## config.mk

```make
export PLATFORM = sky130hd
export DESIGN_NAME = codec_irq_unit
export DESIGN_NICKNAME = d
export VERILOG_FILES = /design/src/rtl/codec_irq_pkg.sv /design/src/rtl/codec_jack_sync.sv /design/src/rtl/codec_flag_bank.sv /design/src/rtl/codec_irq_shaper.sv /design/src/rtl/codec_irq_unit.sv
export SDC_FILE = /design/constraint.sdc
export NUM_CORES = 1
export LEC_CHECK = 0
export ABC_AREA = 0
export ABC_CLOCK_PERIOD_IN_PS = 1200
export BUFFER_PORTS_ARGS = -buffer_cell sky130_fd_sc_hd__buf_2
export CORE_AREA = 4 4 50 52
export DETAILED_ROUTE_END_ITERATION = 8
export DIE_AREA = 0 0 54 56
export PLACE_DENSITY_LB_ADDON = 0.05
export SYNTH_ARGS = -nofsm -noshare
export SYNTH_HDL_FRONTEND = slang
export SYNTH_SLANG_ARGS = --single-unit
```

## constraint.sdc

```tcl
create_clock -name clk -period 1.2 [get_ports clk]
set_input_delay 0.24 -clock clk [delete_from_list [all_inputs] [get_ports clk]]
set_output_delay 0.24 -clock clk [all_outputs]
set_load 0.05 [all_outputs]
```

## src/rtl/codec_irq_pkg.sv

```systemverilog
package codec_irq_pkg;

    localparam int NUM_SRC   = 6;
    localparam int NUM_PULSE = NUM_SRC - 1;
    localparam int DATA_W    = 8;
    localparam int FORM_W    = 2;

    localparam int IDX_JACK_EVT  = 5;
    localparam int IDX_JACK_LIVE = 6;

    localparam logic SEL_STATUS  = 1'b0;
    localparam logic SEL_CONTROL = 1'b1;

    typedef enum logic [FORM_W-1:0] {
        FORM_LEVEL_HI = 2'd0,
        FORM_LEVEL_LO = 2'd1,
        FORM_PULSE_HI = 2'd2,
        FORM_PULSE_LO = 2'd3
    } irq_form_e;

    typedef struct packed {
        irq_form_e          form;
        logic [NUM_SRC-1:0] block;
    } irq_ctrl_t;

    localparam irq_ctrl_t CTRL_RESET = '{form: FORM_LEVEL_HI, block: '1};

    function automatic logic [DATA_W-1:0] pack_status(
        input logic               live,
        input logic [NUM_SRC-1:0] flags
    );
        logic [DATA_W-1:0] word;
        word = '0;
        word[NUM_SRC-1:0]   = flags;
        word[IDX_JACK_LIVE] = live;
        return word;
    endfunction

endpackage

```

## src/rtl/codec_jack_sync.sv

```systemverilog
module codec_jack_sync #(
    parameter int STAGES = 2
) (
    input  logic clk,
    input  logic rst,
    input  logic jack_async,
    output logic jack_live,
    output logic jack_change
);
    logic [STAGES-1:0] chain_q;
    logic              prev_q;

    always_ff @(posedge clk) begin
        if (rst) begin
            chain_q <= '0;
            prev_q  <= 1'b0;
        end else begin
            chain_q <= {chain_q[STAGES-2:0], jack_async};
            prev_q  <= chain_q[STAGES-1];
        end
    end

    assign jack_live   = chain_q[STAGES-1];
    assign jack_change = chain_q[STAGES-1] ^ prev_q;

    AST_CHANGE_IS_EDGE: assert property (@(posedge clk) disable iff (rst)
        jack_change |=> (prev_q == $past(jack_live))) else $error("jack edge");

endmodule

```

## src/rtl/codec_flag_bank.sv

```systemverilog
module codec_flag_bank
    import codec_irq_pkg::*;
(
    input  logic               clk,
    input  logic               rst,
    input  logic [NUM_SRC-1:0] set_i,
    input  logic               clr_en_i,
    input  logic [NUM_SRC-1:0] clr_bits_i,
    output logic [NUM_SRC-1:0] flags_o
);
    for (genvar k = 0; k < NUM_SRC; k++) begin : g_flag
        logic flag_q;
        always_ff @(posedge clk) begin
            if (rst)
                flag_q <= 1'b0;
            else if (set_i[k])
                flag_q <= 1'b1;
            else if (clr_en_i && clr_bits_i[k])
                flag_q <= 1'b0;
        end
        assign flags_o[k] = flag_q;
    end

    AST_SET_WINS: assert property (@(posedge clk) disable iff (rst)
        (|set_i) |=> ((flags_o & $past(set_i)) == $past(set_i))) else $error("set lost");
    AST_W1C: assert property (@(posedge clk) disable iff (rst)
        clr_en_i |=> ((flags_o & $past(clr_bits_i & ~set_i)) == '0)) else $error("clear lost");
    AST_NO_SPURIOUS: assert property (@(posedge clk) disable iff (rst)
        ((flags_o & ~$past(flags_o) & ~$past(set_i)) == '0)) else $error("spurious flag");

endmodule

```

## src/rtl/codec_irq_shaper.sv

```systemverilog
module codec_irq_shaper
    import codec_irq_pkg::*;
(
    input  logic               clk,
    input  logic               rst,
    input  logic [NUM_SRC-1:0] flags_i,
    input  irq_ctrl_t          ctrl_i,
    output logic               irq_o
);
    logic [NUM_SRC-1:0] pend;
    logic [NUM_SRC-1:0] pend_q;
    logic               level;
    logic               pulse_q;

    assign pend  = flags_i & ~ctrl_i.block;
    assign level = |pend;

    always_ff @(posedge clk) begin
        if (rst) begin
            pend_q  <= '0;
            pulse_q <= 1'b0;
        end else begin
            pend_q  <= pend;
            pulse_q <= |(pend & ~pend_q);
        end
    end

    always_comb begin
        unique case (ctrl_i.form)
            FORM_LEVEL_HI: irq_o = level;
            FORM_LEVEL_LO: irq_o = ~level;
            FORM_PULSE_HI: irq_o = pulse_q;
            FORM_PULSE_LO: irq_o = ~pulse_q;
            default:       irq_o = 1'b0;
        endcase
    end

    AST_PULSE_CAUSE: assert property (@(posedge clk) disable iff (rst)
        pulse_q |-> ($past(pend) != '0)) else $error("pulse without source");
    AST_ALL_BLOCKED_QUIET: assert property (@(posedge clk) disable iff (rst)
        ((ctrl_i.form == FORM_LEVEL_HI) && (&ctrl_i.block)) |-> !irq_o) else $error("blocked irq");

endmodule

```

## src/rtl/codec_irq_unit.sv

```systemverilog
module codec_irq_unit
    import codec_irq_pkg::*;
(
    input  logic                 clk,
    input  logic                 rst,
    input  logic [NUM_PULSE-1:0] evt_i,
    input  logic                 jack_i,
    input  logic                 wr_en_i,
    input  logic                 wr_sel_i,
    input  logic [DATA_W-1:0]    wr_data_i,
    input  logic                 rd_sel_i,
    output logic [DATA_W-1:0]    rd_data_o,
    output logic                 irq_o
);
    logic               jack_live;
    logic               jack_change;
    logic [NUM_SRC-1:0] flags;
    logic [NUM_SRC-1:0] set_vec;
    logic               clr_en;
    irq_ctrl_t          ctrl_q;

    codec_jack_sync #(.STAGES(2)) u_jack (
        .clk         (clk),
        .rst         (rst),
        .jack_async  (jack_i),
        .jack_live   (jack_live),
        .jack_change (jack_change)
    );

    assign set_vec = {jack_change, evt_i};
    assign clr_en  = wr_en_i && (wr_sel_i == SEL_STATUS);

    codec_flag_bank u_flags (
        .clk        (clk),
        .rst        (rst),
        .set_i      (set_vec),
        .clr_en_i   (clr_en),
        .clr_bits_i (wr_data_i[NUM_SRC-1:0]),
        .flags_o    (flags)
    );

    always_ff @(posedge clk) begin
        if (rst)
            ctrl_q <= CTRL_RESET;
        else if (wr_en_i && (wr_sel_i == SEL_CONTROL))
            ctrl_q <= irq_ctrl_t'(wr_data_i);
    end

    codec_irq_shaper u_shape (
        .clk     (clk),
        .rst     (rst),
        .flags_i (flags),
        .ctrl_i  (ctrl_q),
        .irq_o   (irq_o)
    );

    assign rd_data_o = (rd_sel_i == SEL_CONTROL) ? DATA_W'(ctrl_q)
                                                 : pack_status(jack_live, flags);

    AST_JACK_FLAG: assert property (@(posedge clk) disable iff (rst)
        !$stable(jack_live) |=> flags[IDX_JACK_EVT]) else $error("jack flag");
    AST_CTRL_LOAD: assert property (@(posedge clk) disable iff (rst)
        (wr_en_i && wr_sel_i == SEL_CONTROL) |=> (DATA_W'(ctrl_q) == $past(wr_data_i))) else $error("ctrl load");

endmodule

```

==> results.toml, run 1 <==
[timing]
slew_headroom_pct = 71.4
hold_ws_ns = 0.129
timing.final.ws_setup_ns = -0.453
fin_crit_sh_pct = 138
final_max_slew_viol_count = 0
period_needed_ns = 1.65
worstMarginPinSlew_ns = 0.429
fin_skew_ns = 0.00233
fmax_ghz = 0.605
setup_viol = 9
final-hold-violation-count = 0
rsz0062_at_grt = "yes"

[power]
power_frac_clock_pct = 19.9
ir_drop_mv = 0.832
p_switching_w = 0.000511
leakagePower_nw = 0.754
power_frac_seq_pct = 50.5
pwr_density_cell_nw_per_um2 = 1120
combinationalPowerShare_pct = 29.6
p_int_w = 0.00122
sw_frac_of_total_pct = 29.5
power_w = 0.00173

[die]
dieArea_um2 = 3020
core-area_um2 = 2110
dieWidth_um = 54
die_y_um = 56
start_util_pct = 46.1
ios = 28
rows = 17

[place]
place_ws_ns = -0.223
portBuffers = 27
place_congestion = 0.724

[global_routing]
grt_pass1_wl_um = 4270
antenna_found_initial = 0
grtUsageTotal_pct = 19.0
grt_overflow = 0
grt_pass1_vias = 908
grt_max_degree = 25

[synth]
ys_async_sr_fraction_pct = 0
synth_area_leader_cell = "dfxtp_1"
synth-seq-area-share_pct = 49.5
syn_nets = 120
synth_edf_count = 0
syn_avg_cell_area_um2 = 9.61
ys_ff_latch = 24
synthTopCellsByCount = "24 x dfxtp_1, 13 x nor2_1, 8 x a21oi_1, 8 x nand2_1, 7 x mux2_2"
yosys-top-cells-area = "dfxtp_1 49%, mux2_2 8.1%, a211o_1 5.4%, nor2_1 5.0%, a21oi_1 4.1%"
ys.warnings.count = 0
yosysMostFrequentCell = "dfxtp_1"
synthesis.area_um2 = 971
synth_top_area_share_pct = 49.5
synth_cell_types = 24
synthCells = 101
synth_flop_cell = "dfxtp_1"

[run_status]
status = "finished with violations"
violations = "negative setup slack"

[final_layout]
final_core_util_pct = 73.1
nNetsFinal = 170
ff_latch_area_um2 = 508
area_growth_pct = 58.6
n_antenna_cell = 0
multi_input_area_um2 = 551
drive_above_1_share_pct = 56.4
nFillCells = 159

[clocking]
cts_buffers = 3
cts_sinks = 24
clkSlewWorstSetupHoldPaths_ns = 0.12
clockBufferDepth = 2
holdBufCountCts = 0
h-tree-depth = 1
clkLatencyLatePin_ns = 0.31
root_buffer = "clkbuf_4"
cts_tree = "built"

[critical_path]
ff2ff_path_depth = 5
regToRegEndpoint = "u_shape.pulse_q"
critPathMaxFanout = 2
critPathKind = "flip-flop to output pin"
cp_data_required_time_ns = 0.96
worstPathArrival_ns = 1.41
startpoint_type = "flip-flop"
reg2reg_slack_ns = 0.20
r2r-start = "ctrl_q[5]"
end_kind = "output pin"

[route]
wirelength_um = 2420
vias_per_cell = 4.96
vias = 878
drt_iter0_drc = 5
wl_per_cell_um = 13.7
ant_nets = 0
dr.pass1.iters = 4
drc = 0

[min_path]
hold_class = "input pin to flip-flop"
whs_path_depth = 3
whs_endpoint = "u_flags.g_flag[4].flag_q"
min-delay-start = "evt_i[4]"

[run]
timing.max_cap.violations = 0
## metal layers
metal | vias to the layer above | GRT usage, % | share of wire [%]
li1 | 445 | - | -
met1 | 403 | 24.9 | 46
met2 | 23 | 28.4 | 47
met3 | 7 | 5.90 | 4.8
met4 | 0 | 7.83 | 2.3
met5 | - | 0 | 0
## critical path, cell delays in order, from the launching register on
cell	delay, ns
dfxtp_2	0.35
nand2b_4	0.11
nand4_1	0.15
o22ai_4	0.19
xnor2_4	0.14
buf_6	0.17
## timing repair
| action | in CTS | in global routing |
|---|---|---|
| gates resized for setup | 55 | 5 |
| setup buffers | 4 | 2 |
| setup endpoints to repair | 9 | 9 |
| pin swaps | 3 | 1 |
## metrics by stage
step	instance area, um2	instances	TNS, ns
detailed placement	1300	169	-0.619
CTS	1520	176	-2.35
floorplan	1030	101	-0.0507
global route	1540	177	-2.74
global placement	1300	169	-0.563
finish	1540	177	-2.24
## final cells by class
class                   count  area share, %
clock buffers               3           1.46
inverters                   1          0.244
multi-input cells          71           35.7
flip-flops and latches     24           33.0
well taps                  28           2.27
repair buffers             50           27.3
## kinds of logic (layout without fill, tap and decap cells)
group / count (synthesis) / in the layout / synth area share, %
buf+inv: 6 / 54 / 3.87
flops: 24 / 24 / 49.5
mux: 7 / 7 / 8.12
compound gates: 18 / 18 / 12.8
simple gates: 44 / 44 / 24.0
xor+xnor: 2 / 2 / 1.80
## placed cells by master (no fill, tap or decap)
cell and n:
a211o_1 6, nand3_2 1, mux2_4 7, buf_8 8
nor2b_4 1, nand2_2 1, dfxtp_2 7, and2_4 1
clkbuf_4 3, buf_6 8, buf_4 16, a21oi_1 8
nand4_1 1, and3_1 6, xnor2_4 1, xor2_1 1
o22ai_1 3, buf_2 18, nor3_1 1, o22ai_4 1
dfxtp_1 12, nor2b_1 3, nand2b_4 6, nand3_1 2
nor2_1 13, inv_1 1, nand2_1 8, dfxtp_4 5
## registers in the layout, summed over array words and instances (netlist names)
name,flops
ctrl_q,8
u_shape.pulse_q,1
u_jack.chain_q,2
u_shape.pend_q,6
u_jack.prev_q,1
u_flags.g_flag.flag_q,6
## worst max path at each step
stage               cells past startpoint       from  slack [ns]  endpoint
global route                            5  ctrl_q[2]       -0.52     irq_o
global placement                        5  ctrl_q[2]       -0.20     irq_o
floorplan                               4  ctrl_q[1]       -0.05     irq_o
detailed placement                      5  ctrl_q[1]       -0.22     irq_o
finish                                  5  ctrl_q[2]       -0.45     irq_o
CTS                                     5  ctrl_q[1]       -0.50     irq_o
## power groups by stage
stage | sequential [W] | combinational [W] | clock [W]
2_1_floorplan | 0.000885 | 0.000272 | 0
3_3_place_gp | 0.000886 | 0.000392 | 0
6_report | 0.000874 | 0.000512 | 0.000345
5_1_grt | 0.000880 | 0.000545 | 0.000398
4_1_cts | 0.000879 | 0.000508 | 0.000369
3_5_place_dp | 0.000888 | 0.000397 | 0
(Power assumes the default switching activity.)
==> inputs of run 2 (changes only) <==
--- a/config.mk
+++ b/config.mk
@@ -8,9 +8,9 @@
 export ABC_AREA = 0
 export ABC_CLOCK_PERIOD_IN_PS = 1200
 export BUFFER_PORTS_ARGS = -buffer_cell sky130_fd_sc_hd__buf_2
-export CORE_AREA = 4 4 50 52
+export CORE_AREA = 4 4 55 57
 export DETAILED_ROUTE_END_ITERATION = 8
-export DIE_AREA = 0 0 54 56
+export DIE_AREA = 0 0 59 61
 export PLACE_DENSITY_LB_ADDON = 0.05
 export SYNTH_ARGS = -nofsm -noshare
 export SYNTH_HDL_FRONTEND = slang
==> run 2 against run 1 <==
Compared with the run above: the run still ends with negative setup slack left; via count shrank 1.7%; utilization fell by 12 points; clock power up 25%; register-to-register slack improved by 0.02 ns; clock skew increased by 0.0021 ns; critical path type unchanged; non-clock buffer count shrank 4; cell area down 1.2%; hold slack lost 0.012 ns; sequential power barely moved.
==> results.toml, run 2 (synthesis results as in run 1) <==
[clocking]
clockBufferDepth = 2
cts_buffers = 3
clkLatencyLatePin_ns = 0.32
clkSlewWorstSetupHoldPaths_ns = 0.13
cts_tree = "built"
cts_sinks = 24
holdBufCountCts = 0
h-tree-depth = 1
root_buffer = "clkbuf_4"

[route]
dr.pass1.iters = 4
vias = 863
drt_iter0_drc = 4
wl_per_cell_um = 13.3
wirelength_um = 2330
drc = 0
ant_nets = 0
vias_per_cell = 4.90

[global_routing]
antenna_found_initial = 0
grt_overflow = 0
grtUsageTotal_pct = 14.8
grt_pass1_wl_um = 3970
grt_pass1_vias = 847
grt_max_degree = 25

[place]
portBuffers = 27
place_ws_ns = -0.217
place_congestion = 0.698
dpl-instance-area_um2 = 1310
dpl.hpwl_um = 1590

[timing]
setup_tns_ns = -2.27
final-hold-violation-count = 0
fin_crit_sh_pct = 140
final_max_slew_viol_count = 0
setup_viol = 9
rsz0062_at_grt = "yes"
slew_headroom_pct = 70.1
fin_skew_ns = 0.00441
fmax_ghz = 0.596
worstMarginPinSlew_ns = 0.449
period_needed_ns = 1.68
timing.final.ws_setup_ns = -0.478

[power]
leakagePower_nw = 0.742
power_w = 0.00181
ir_drop_mv = 0.742
pwr_density_cell_nw_per_um2 = 1190

[run_status]
status = "finished with violations"
violations = "negative setup slack"

[final_layout]
nNetsFinal = 166
largest-register = "ctrl_q"
largestRegisters = "ctrl_q: 8 flops, u_flags.g_flag.flag_q: 6 flops, u_shape.pend_q: 6 flops"
layout_commonest_cell = "buf_2"
n_antenna_cell = 0
drive_above_1_share_pct = 55.5
final_cell_mix = "18 x buf_2, 13 x nor2_1, 12 x dfxtp_1, 12 x buf_4, 9 x dfxtp_2"
largest_reg_flops = 8
design_area_um2 = 1520
area_growth_pct = 56.7

[critical_path]
ff2ff_path_depth = 5
critPathMaxFanout = 3
reg2reg_slack_ns = 0.22
worstPathArrival_ns = 1.44
regToRegEndpoint = "u_shape.pulse_q"
r2r-start = "ctrl_q[4]"
cp_data_required_time_ns = 0.96
startpoint_type = "flip-flop"
critPathKind = "flip-flop to output pin"
end_kind = "output pin"

[die]
start_util_pct = 39.2
dieWidth_um = 59
rows = 18
dieArea_um2 = 3600
ios = 28
core-area_um2 = 2480
die_y_um = 61

[min_path]
whs_path_depth = 3
hold_class = "input pin to flip-flop"
whs_endpoint = "u_flags.g_flag[0].flag_q"
min-delay-start = "evt_i[0]"

[run]
timing.max_cap.violations = 0
-- run 2: cell count changes in the layout (fill, tap and decap cells not counted) --
| cell | delta |
|---|---|
| buf_4 | -4 |
| dfxtp_2 | +2 |
| dfxtp_4 | -2 |
| clkbuf_8 | +1 |
-- run 2: worst max path at each step --
stage | from | end | slack (ns) | cells past startpoint
after floorplan | ctrl_q[1] | irq_o | -0.05 | 4
after global placement | ctrl_q[2] | irq_o | -0.21 | 5
after detailed placement | ctrl_q[2] | irq_o | -0.22 | 5
after CTS | ctrl_q[7] | irq_o | -0.49 | 5
after global routing | ctrl_q[2] | irq_o | -0.58 | 5
final | ctrl_q[2] | irq_o | -0.48 | 5
-- run 2: routing by layer --
layer	wire (um)	global-route usage [%]	vias to the layer above	share of wire, %
met5	0	0	-	0
met4	29	5.83	0	1.2
met3	101	2.77	4	4.3
met2	1010	21.6	18	43
met1	1200	21.3	404	51
li1	-	-	437	-
-- run 2: where the power goes --
group          total [W]  switching [W]  internal, W  leakage (nW)
registers       0.000874      0.0000329     0.000841         0.200
clock network   0.000430       0.000244     0.000185        0.0210
logic           0.000502       0.000245     0.000257         0.521
total            0.00181       0.000523      0.00128         0.742
-- run 2: critical path, stage by stage, from the launching register on --
cell      delay, ns
dfxtp_2        0.35
nand2b_4       0.12
nand4_1        0.14
o22ai_4        0.21
xnor2_4        0.14
buf_6          0.17
-- run 2: metrics by stage --
step / std cells / hold slack, ns / util, %
6_report: 176 / 0.117 / 61.4
2_1_floorplan: 101 / 0.312 / -
3_3_place_gp: 171 / 0.422 / 52.7
5_1_grt: 176 / 0.114 / 61.4
4_1_cts: 176 / 0.110 / 61.1
3_5_place_dp: 171 / 0.432 / 52.7
-- run 2: area by class of cell --
type	instances	area [um2]
tap	30	37.5
multi-input combinational	71	551
timing repair buffer	46	390
inverter	1	3.75
clock buffer	4	36.3
sequential	24	503
fill	225	956
-- run 2: timing repair --
action	in CTS	in global routing
setup buffers	1	1
hold endpoints to repair	0	0
pin swaps	0	3
endpoints found under the setup margin	9	9
gates resized for setup	53	4
